## src/rtl/mri_pkg.sv

```systemverilog
package mri_pkg;

  typedef enum logic [2:0] {
    OP_AND = 3'd0,
    OP_TAD = 3'd1,
    OP_ISZ = 3'd2,
    OP_DCA = 3'd3,
    OP_JMS = 3'd4,
    OP_JMP = 3'd5,
    OP_IOT = 3'd6,
    OP_OPR = 3'd7
  } op_e;

  typedef struct packed {
    logic load;
    logic store;
    logic acc_rd;
    logic acc_wr;
    logic link_rd;
    logic link_wr;
    logic redirect;
    logic unsup;
  } seq_flags_t;

endpackage

```

## src/rtl/mri_op_class.sv

```systemverilog
module mri_op_class
  import mri_pkg::*;
(
  input  op_e        op_i,
  output seq_flags_t flags_o
);

  always_comb begin
    flags_o = '0;
    unique case (op_i)
      OP_AND: begin
        flags_o.load   = 1'b1;
        flags_o.acc_rd = 1'b1;
        flags_o.acc_wr = 1'b1;
      end
      OP_TAD: begin
        flags_o.load    = 1'b1;
        flags_o.acc_rd  = 1'b1;
        flags_o.acc_wr  = 1'b1;
        flags_o.link_rd = 1'b1;
        flags_o.link_wr = 1'b1;
      end
      OP_ISZ: begin
        flags_o.load     = 1'b1;
        flags_o.store    = 1'b1;
        flags_o.redirect = 1'b1;
      end
      OP_DCA: begin
        flags_o.store  = 1'b1;
        flags_o.acc_rd = 1'b1;
        flags_o.acc_wr = 1'b1;
      end
      OP_JMS: begin
        flags_o.store    = 1'b1;
        flags_o.redirect = 1'b1;
      end
      OP_JMP: flags_o.redirect = 1'b1;
      default: flags_o.unsup = 1'b1;
    endcase
  end

endmodule

```

## src/rtl/mri_ea_gen.sv

```systemverilog
module mri_ea_gen #(
  parameter int WORD_W     = 12,
  parameter int FIELD_W    = 3,
  parameter int PAGE_OFS_W = 7
) (
  input  logic                        mem_ref_i,
  input  logic                        ind_bit_i,
  input  logic                        page_bit_i,
  input  logic [PAGE_OFS_W-1:0]       ofs_i,
  input  logic [WORD_W-PAGE_OFS_W-1:0] cur_page_i,
  input  logic [FIELD_W-1:0]          dfield_i,
  output logic [FIELD_W+WORD_W-1:0]   addr_o,
  output logic                        indirect_o
);

  localparam int PAGE_W = WORD_W - PAGE_OFS_W;

  logic [PAGE_W-1:0] page_sel;

  assign page_sel   = page_bit_i ? cur_page_i : '0;
  assign addr_o     = mem_ref_i ? {dfield_i, page_sel, ofs_i} : '0;
  assign indirect_o = mem_ref_i & ind_bit_i;

endmodule

```

## src/rtl/mri_autoinc.sv

```systemverilog
module mri_autoinc #(
  parameter int PAGE_OFS_W = 7,
  parameter int SLOT_LSB   = 3
) (
  input  logic                           indirect_i,
  input  logic                           redirect_i,
  input  logic [PAGE_OFS_W-1:SLOT_LSB]   slot_bits_i,
  output logic                           autoinc_o
);

  localparam int SLOT_W = PAGE_OFS_W - SLOT_LSB;
  localparam logic [SLOT_W-1:0] SLOT_MATCH = SLOT_W'(1);

  assign autoinc_o = indirect_i & ~redirect_i & (slot_bits_i == SLOT_MATCH);

endmodule

```

## src/rtl/mri_jump_tgt.sv

```systemverilog
module mri_jump_tgt
  import mri_pkg::*;
#(
  parameter int WORD_W  = 12,
  parameter int FIELD_W = 3
) (
  input  op_e                        op_i,
  input  logic                       indirect_i,
  input  logic [WORD_W-1:0]          ofs_i,
  input  logic [FIELD_W-1:0]         ifield_i,
  output logic                       valid_o,
  output logic [FIELD_W+WORD_W-1:0]  tgt_o
);

  logic [WORD_W-1:0] ofs_inc;

  assign ofs_inc = ofs_i + WORD_W'(1);

  always_comb begin
    valid_o = 1'b0;
    tgt_o   = '0;
    if (!indirect_i) begin
      if (op_i == OP_JMP) begin
        valid_o = 1'b1;
        tgt_o   = {ifield_i, ofs_i};
      end else if (op_i == OP_JMS) begin
        // subroutine entry skips the return-address slot
        valid_o = 1'b1;
        tgt_o   = {ifield_i, ofs_inc};
      end
    end
  end

endmodule

```

## src/rtl/mri_decoder.sv

```systemverilog
module mri_decoder
  import mri_pkg::*;
#(
  parameter int WORD_W     = 12,
  parameter int FIELD_W    = 3,
  parameter int PAGE_OFS_W = 7
) (
  input  logic [WORD_W-1:0]          instr_i,
  input  logic [FIELD_W+WORD_W-1:0]  pc_i,
  input  logic [2*FIELD_W-1:0]       dfif_i,
  output logic [2:0]                 opcode_o,
  output logic                       load_o,
  output logic                       store_o,
  output logic                       acc_rd_o,
  output logic                       acc_wr_o,
  output logic                       link_rd_o,
  output logic                       link_wr_o,
  output logic                       redirect_o,
  output logic                       unsupported_o,
  output logic                       indirect_o,
  output logic [FIELD_W+WORD_W-1:0]  addr_o,
  output logic                       autoinc_o,
  output logic [FIELD_W+WORD_W-1:0]  next_pc_o,
  output logic                       jump_tgt_valid_o,
  output logic [FIELD_W+WORD_W-1:0]  jump_tgt_o
);

  localparam int ADDR_W   = FIELD_W + WORD_W;
  localparam int IND_BIT  = PAGE_OFS_W + 1;
  localparam int PAGE_BIT = PAGE_OFS_W;

  op_e        op;
  seq_flags_t flags;
  logic       mem_ref;

  assign op = op_e'(instr_i[WORD_W-1 -: 3]);

  mri_op_class u_op_class (
    .op_i    (op),
    .flags_o (flags)
  );

  assign mem_ref = flags.load | flags.store | flags.redirect;

  mri_ea_gen #(
    .WORD_W     (WORD_W),
    .FIELD_W    (FIELD_W),
    .PAGE_OFS_W (PAGE_OFS_W)
  ) u_ea_gen (
    .mem_ref_i  (mem_ref),
    .ind_bit_i  (instr_i[IND_BIT]),
    .page_bit_i (instr_i[PAGE_BIT]),
    .ofs_i      (instr_i[PAGE_OFS_W-1:0]),
    .cur_page_i (pc_i[WORD_W-1:PAGE_OFS_W]),
    .dfield_i   (dfif_i[2*FIELD_W-1:FIELD_W]),
    .addr_o     (addr_o),
    .indirect_o (indirect_o)
  );

  mri_autoinc #(
    .PAGE_OFS_W (PAGE_OFS_W),
    .SLOT_LSB   (3)
  ) u_autoinc (
    .indirect_i  (indirect_o),
    .redirect_i  (flags.redirect),
    .slot_bits_i (instr_i[PAGE_OFS_W-1:3]),
    .autoinc_o   (autoinc_o)
  );

  mri_jump_tgt #(
    .WORD_W  (WORD_W),
    .FIELD_W (FIELD_W)
  ) u_jump_tgt (
    .op_i       (op),
    .indirect_i (indirect_o),
    .ofs_i      (addr_o[WORD_W-1:0]),
    .ifield_i   (dfif_i[FIELD_W-1:0]),
    .valid_o    (jump_tgt_valid_o),
    .tgt_o      (jump_tgt_o)
  );

  // field bits ride through, offset wraps within the field
  assign next_pc_o = {pc_i[ADDR_W-1:WORD_W], pc_i[WORD_W-1:0] + WORD_W'(1)};

  assign opcode_o      = instr_i[WORD_W-1 -: 3];
  assign load_o        = flags.load;
  assign store_o       = flags.store;
  assign acc_rd_o      = flags.acc_rd;
  assign acc_wr_o      = flags.acc_wr;
  assign link_rd_o     = flags.link_rd;
  assign link_wr_o     = flags.link_wr;
  assign redirect_o    = flags.redirect;
  assign unsupported_o = flags.unsup;

endmodule

```

## config.mk

```make
export PLATFORM = sky130hd
export DESIGN_NAME = mri_decoder
export DESIGN_NICKNAME = d
export VERILOG_FILES = /design/src/rtl/mri_pkg.sv /design/src/rtl/mri_op_class.sv /design/src/rtl/mri_ea_gen.sv /design/src/rtl/mri_autoinc.sv /design/src/rtl/mri_jump_tgt.sv /design/src/rtl/mri_decoder.sv
export SDC_FILE = /design/constraint.sdc
export NUM_CORES = 1
export LEC_CHECK = 0
export BUFFER_PORTS_ARGS = -buffer_cell sky130_fd_sc_hd__buf_2
export CORE_ASPECT_RATIO = 1.5
export CORE_MARGIN = 3
export CORE_UTILIZATION = 30
export DETAILED_ROUTE_END_ITERATION = 16
export PLACE_DENSITY = 0.82
export SLEW_MARGIN = 20
export SYNTH_ARGS = -nofsm -noshare
export SYNTH_HDL_FRONTEND = slang
export SYNTH_SLANG_ARGS = --single-unit
```

## constraint.sdc

```tcl
create_clock -name vclk -period 2.44
set_input_delay 0.244 -clock vclk [all_inputs]
set_output_delay 0.244 -clock vclk [all_outputs]
set_load 0.02 [all_outputs]
```

==> impl_metrics.py <==
metrics = {
    "yosys": {
        "synth-seq-area-share_pct": 0,
        "synth_cell_types": 37,
        "syn_inst": 121,
        "syn_nets": 156,
        "synth_area_um2": 792.0,
        "yosys_warnings": 0,
        "postSynthAreaPerCell_um2": 6.546,
    },
    "floorplan": {
        "design.die.area_um2": 3305,
        "coreArea_um2": 2477,
        "start_util_pct": 31.97,
        "dieWidth_um": 47.95,
        "rows": 22,
        "die_height_um": 68.93,
        "num_io_pins": 92,
    },
    "worst_setup_path": {
        "start_kind": "primary input",
        "crit_arrival_ps": 1820,
        "required_ps": 2200,
        "critPathKind": "primary input to output pin",
        "cp_max_fo": 10,
        "end_kind": "output pin",
    },
    "cells_and_area": {
        "seq_cells": 0,
        "area_growth_pct": 48.34,
        "stdcell_count": 220,
        "num-clock-buffers": 0,
        "drive_gt1_share_pct": 47.96,
        "seq_area_um2": 0,
        "nets": 233,
        "final_cell_mix": "buf_2 (86), and2_1 (14), nor2_1 (13)",
        "fillers": 280,
        "final_common_cell": "buf_2",
        "diodes": 0,
    },
    "drt": {
        "vias": 1095,
        "ant_nets": 0,
        "wl_per_cell_um": 11.84,
        "totalWireLength_um": 2604,
        "firstDrtPassIters": 3,
        "drc_errors": 0,
        "drt-vias-per-instance": 4.977,
        "drtIter0Drc": 8,
    },
    "placement": {
        "place.gp.congestion": 0.7773,
        "placed_cells": 220,
        "port-buffer-count": 86,
        "dp_hpwl_um": 2294,
    },
    "sta": {
        "finalCriticalPeriod_ps": 2066,
        "timing.fmax_mhz": 484.0,
        "final_hold_viol_count": 0,
        "max_slew.worst_pin.slew_ps": 403.2,
        "final.period_utilization_pct": 84.67,
        "rsz0062_at_grt": "no",
        "setup_violations": 0,
        "relSlewSlack_pct": 73.12,
        "fin_tns_setup_ps": 0,
        "final_max_slew_viol_count": 0,
    },
    "global_route": {
        "grt_pass1_wl_um": 3850,
        "grt-ovfl-total": 0,
        "first_global_vias": 951,
        "grtUsageTotal_pct": 15.12,
        "antenna_found_initial": 0,
        "grt_max_degree": 18,
    },
    "run": {
        "maxCapViolCount": 0,
    },
    "hold_path": {
        "hold_path.class": "primary input to output pin",
    },
    "pwr": {
        "ir_drop_mv": 0.08720,
        "p_leak_nw": 0.6646,
        "power.density_nw_per_um2": 191.9,
    },
    "cts": {
        "cts_setup_buffers": 0,
        "cts_resized": 0,
        "cts-hold-fix-buffers": 0,
    },
    "run_status": {
        "outcome": "complete, no violations",
    },
}
metrics by stage:
stage          power (mW)  hold WS (ps)  util [%]  setup WS [ps]  area [um^2]
2_1_floorplan      0.1480         564.6         -          34.00        792.0
3_3_place_gp       0.2250         488.1     47.42          371.8         1175
3_5_place_dp       0.2274         488.1     47.42          351.6         1175
4_1_cts            0.2282         488.1     47.42          347.1         1175
5_1_grt            0.2468         488.0     47.42          209.5         1175
6_report           0.2254         488.0     47.42          374.0         1175
routing by layer:
| metal | global-route usage, % | vias to the layer above | part of all wire [%] |
|---|---|---|---|
| met3 | 1.299 | 0 | 11 |
| met1 | 13.28 | 474 | 36 |
| li1 | - | 557 | - |
| met2 | 34.60 | 64 | 53 |
| met4 | 0 | 0 | 0 |
| met5 | 0 | - | 0 |
cells in the mapped netlist:
master      n  area (um^2)
xnor2_1    10        87.58
a21oi_1     3        15.01
and3_2      1        7.510
and2_2      1        7.510
and4_4      1        11.26
inv_1       3        11.26
or2_1       1        6.260
and3_1      6        37.54
nand4_2     1        12.51
nor2_1     13        48.80
clkbuf_1    1        3.750
nand3_1     9        45.04
inv_6       1        8.760
buf_2       2        10.01
nor3b_1     1        7.510
o31ai_1     1        7.510
buf_6       1        11.26
nor4b_1     1        8.760
nor2b_1     2        12.51
ha_1        2        25.02
mux2i_1     2        20.02
nand4_1     1        6.260
nor3_1      3        15.01
nor3b_2     1        12.51
xor2_1      8        70.07
nand2_2     1        6.260
o21a_1      1        7.510
and4_1      2        17.52
o41ai_1     1        8.760
buf_4       8        60.06
and2_1     14        87.58
o21ai_0     2        10.01
o21ai_1     1        5.000
nand4bb_1   1        11.26
nand2_1     8        30.03
or4_1       1        7.510
nand2b_1    5        31.28
worst paths after layout:
check	from	to	slack, ps	cells past startpoint
min	pc_i[12]	next_pc_o[12]	490	0
max	instr_i[11]	jump_tgt_o[10]	370	9
power breakdown:
part / internal, mW / switching, mW / leakage [nW] / total, mW
combinational: 0.0850 / 0.140 / 0.665 / 0.225
sequential: 0 / 0 / 0 / 0
clock: 0 / 0 / 0 / 0
total: 0.0850 / 0.140 / 0.665 / 0.225
worst max-delay path, stage by stage:
cell     delay, ps
buf_2          150
nand2_2        100
and2_1         150
ha_1           150
and2_1         200
nand2_1         80
or4_1          400
a21oi_1        160
buf_2          180
cell type report:
| type | count | area, um^2 | area share [%] |
|---|---|---|---|
| inverters | 4 | 20.02 | 1.704 |
| multi-input cells | 105 | 686.9 | 58.47 |
| well taps | 24 | 30.03 | 2.556 |
| repair buffers | 87 | 437.9 | 37.27 |
logic make-up after synthesis:
family / after synthesis / share of synthesized area, %
buffers and inverters: 16 / 13.27
AO/OA/AOI/OAI: 9 / 6.793
AND/OR/NAND/NOR: 74 / 54.35
XOR/XNOR: 18 / 19.91
multiplexers: 2 / 2.528
adder cells (fa/ha/maj): 2 / 3.159
(Power assumes the default switching activity.)
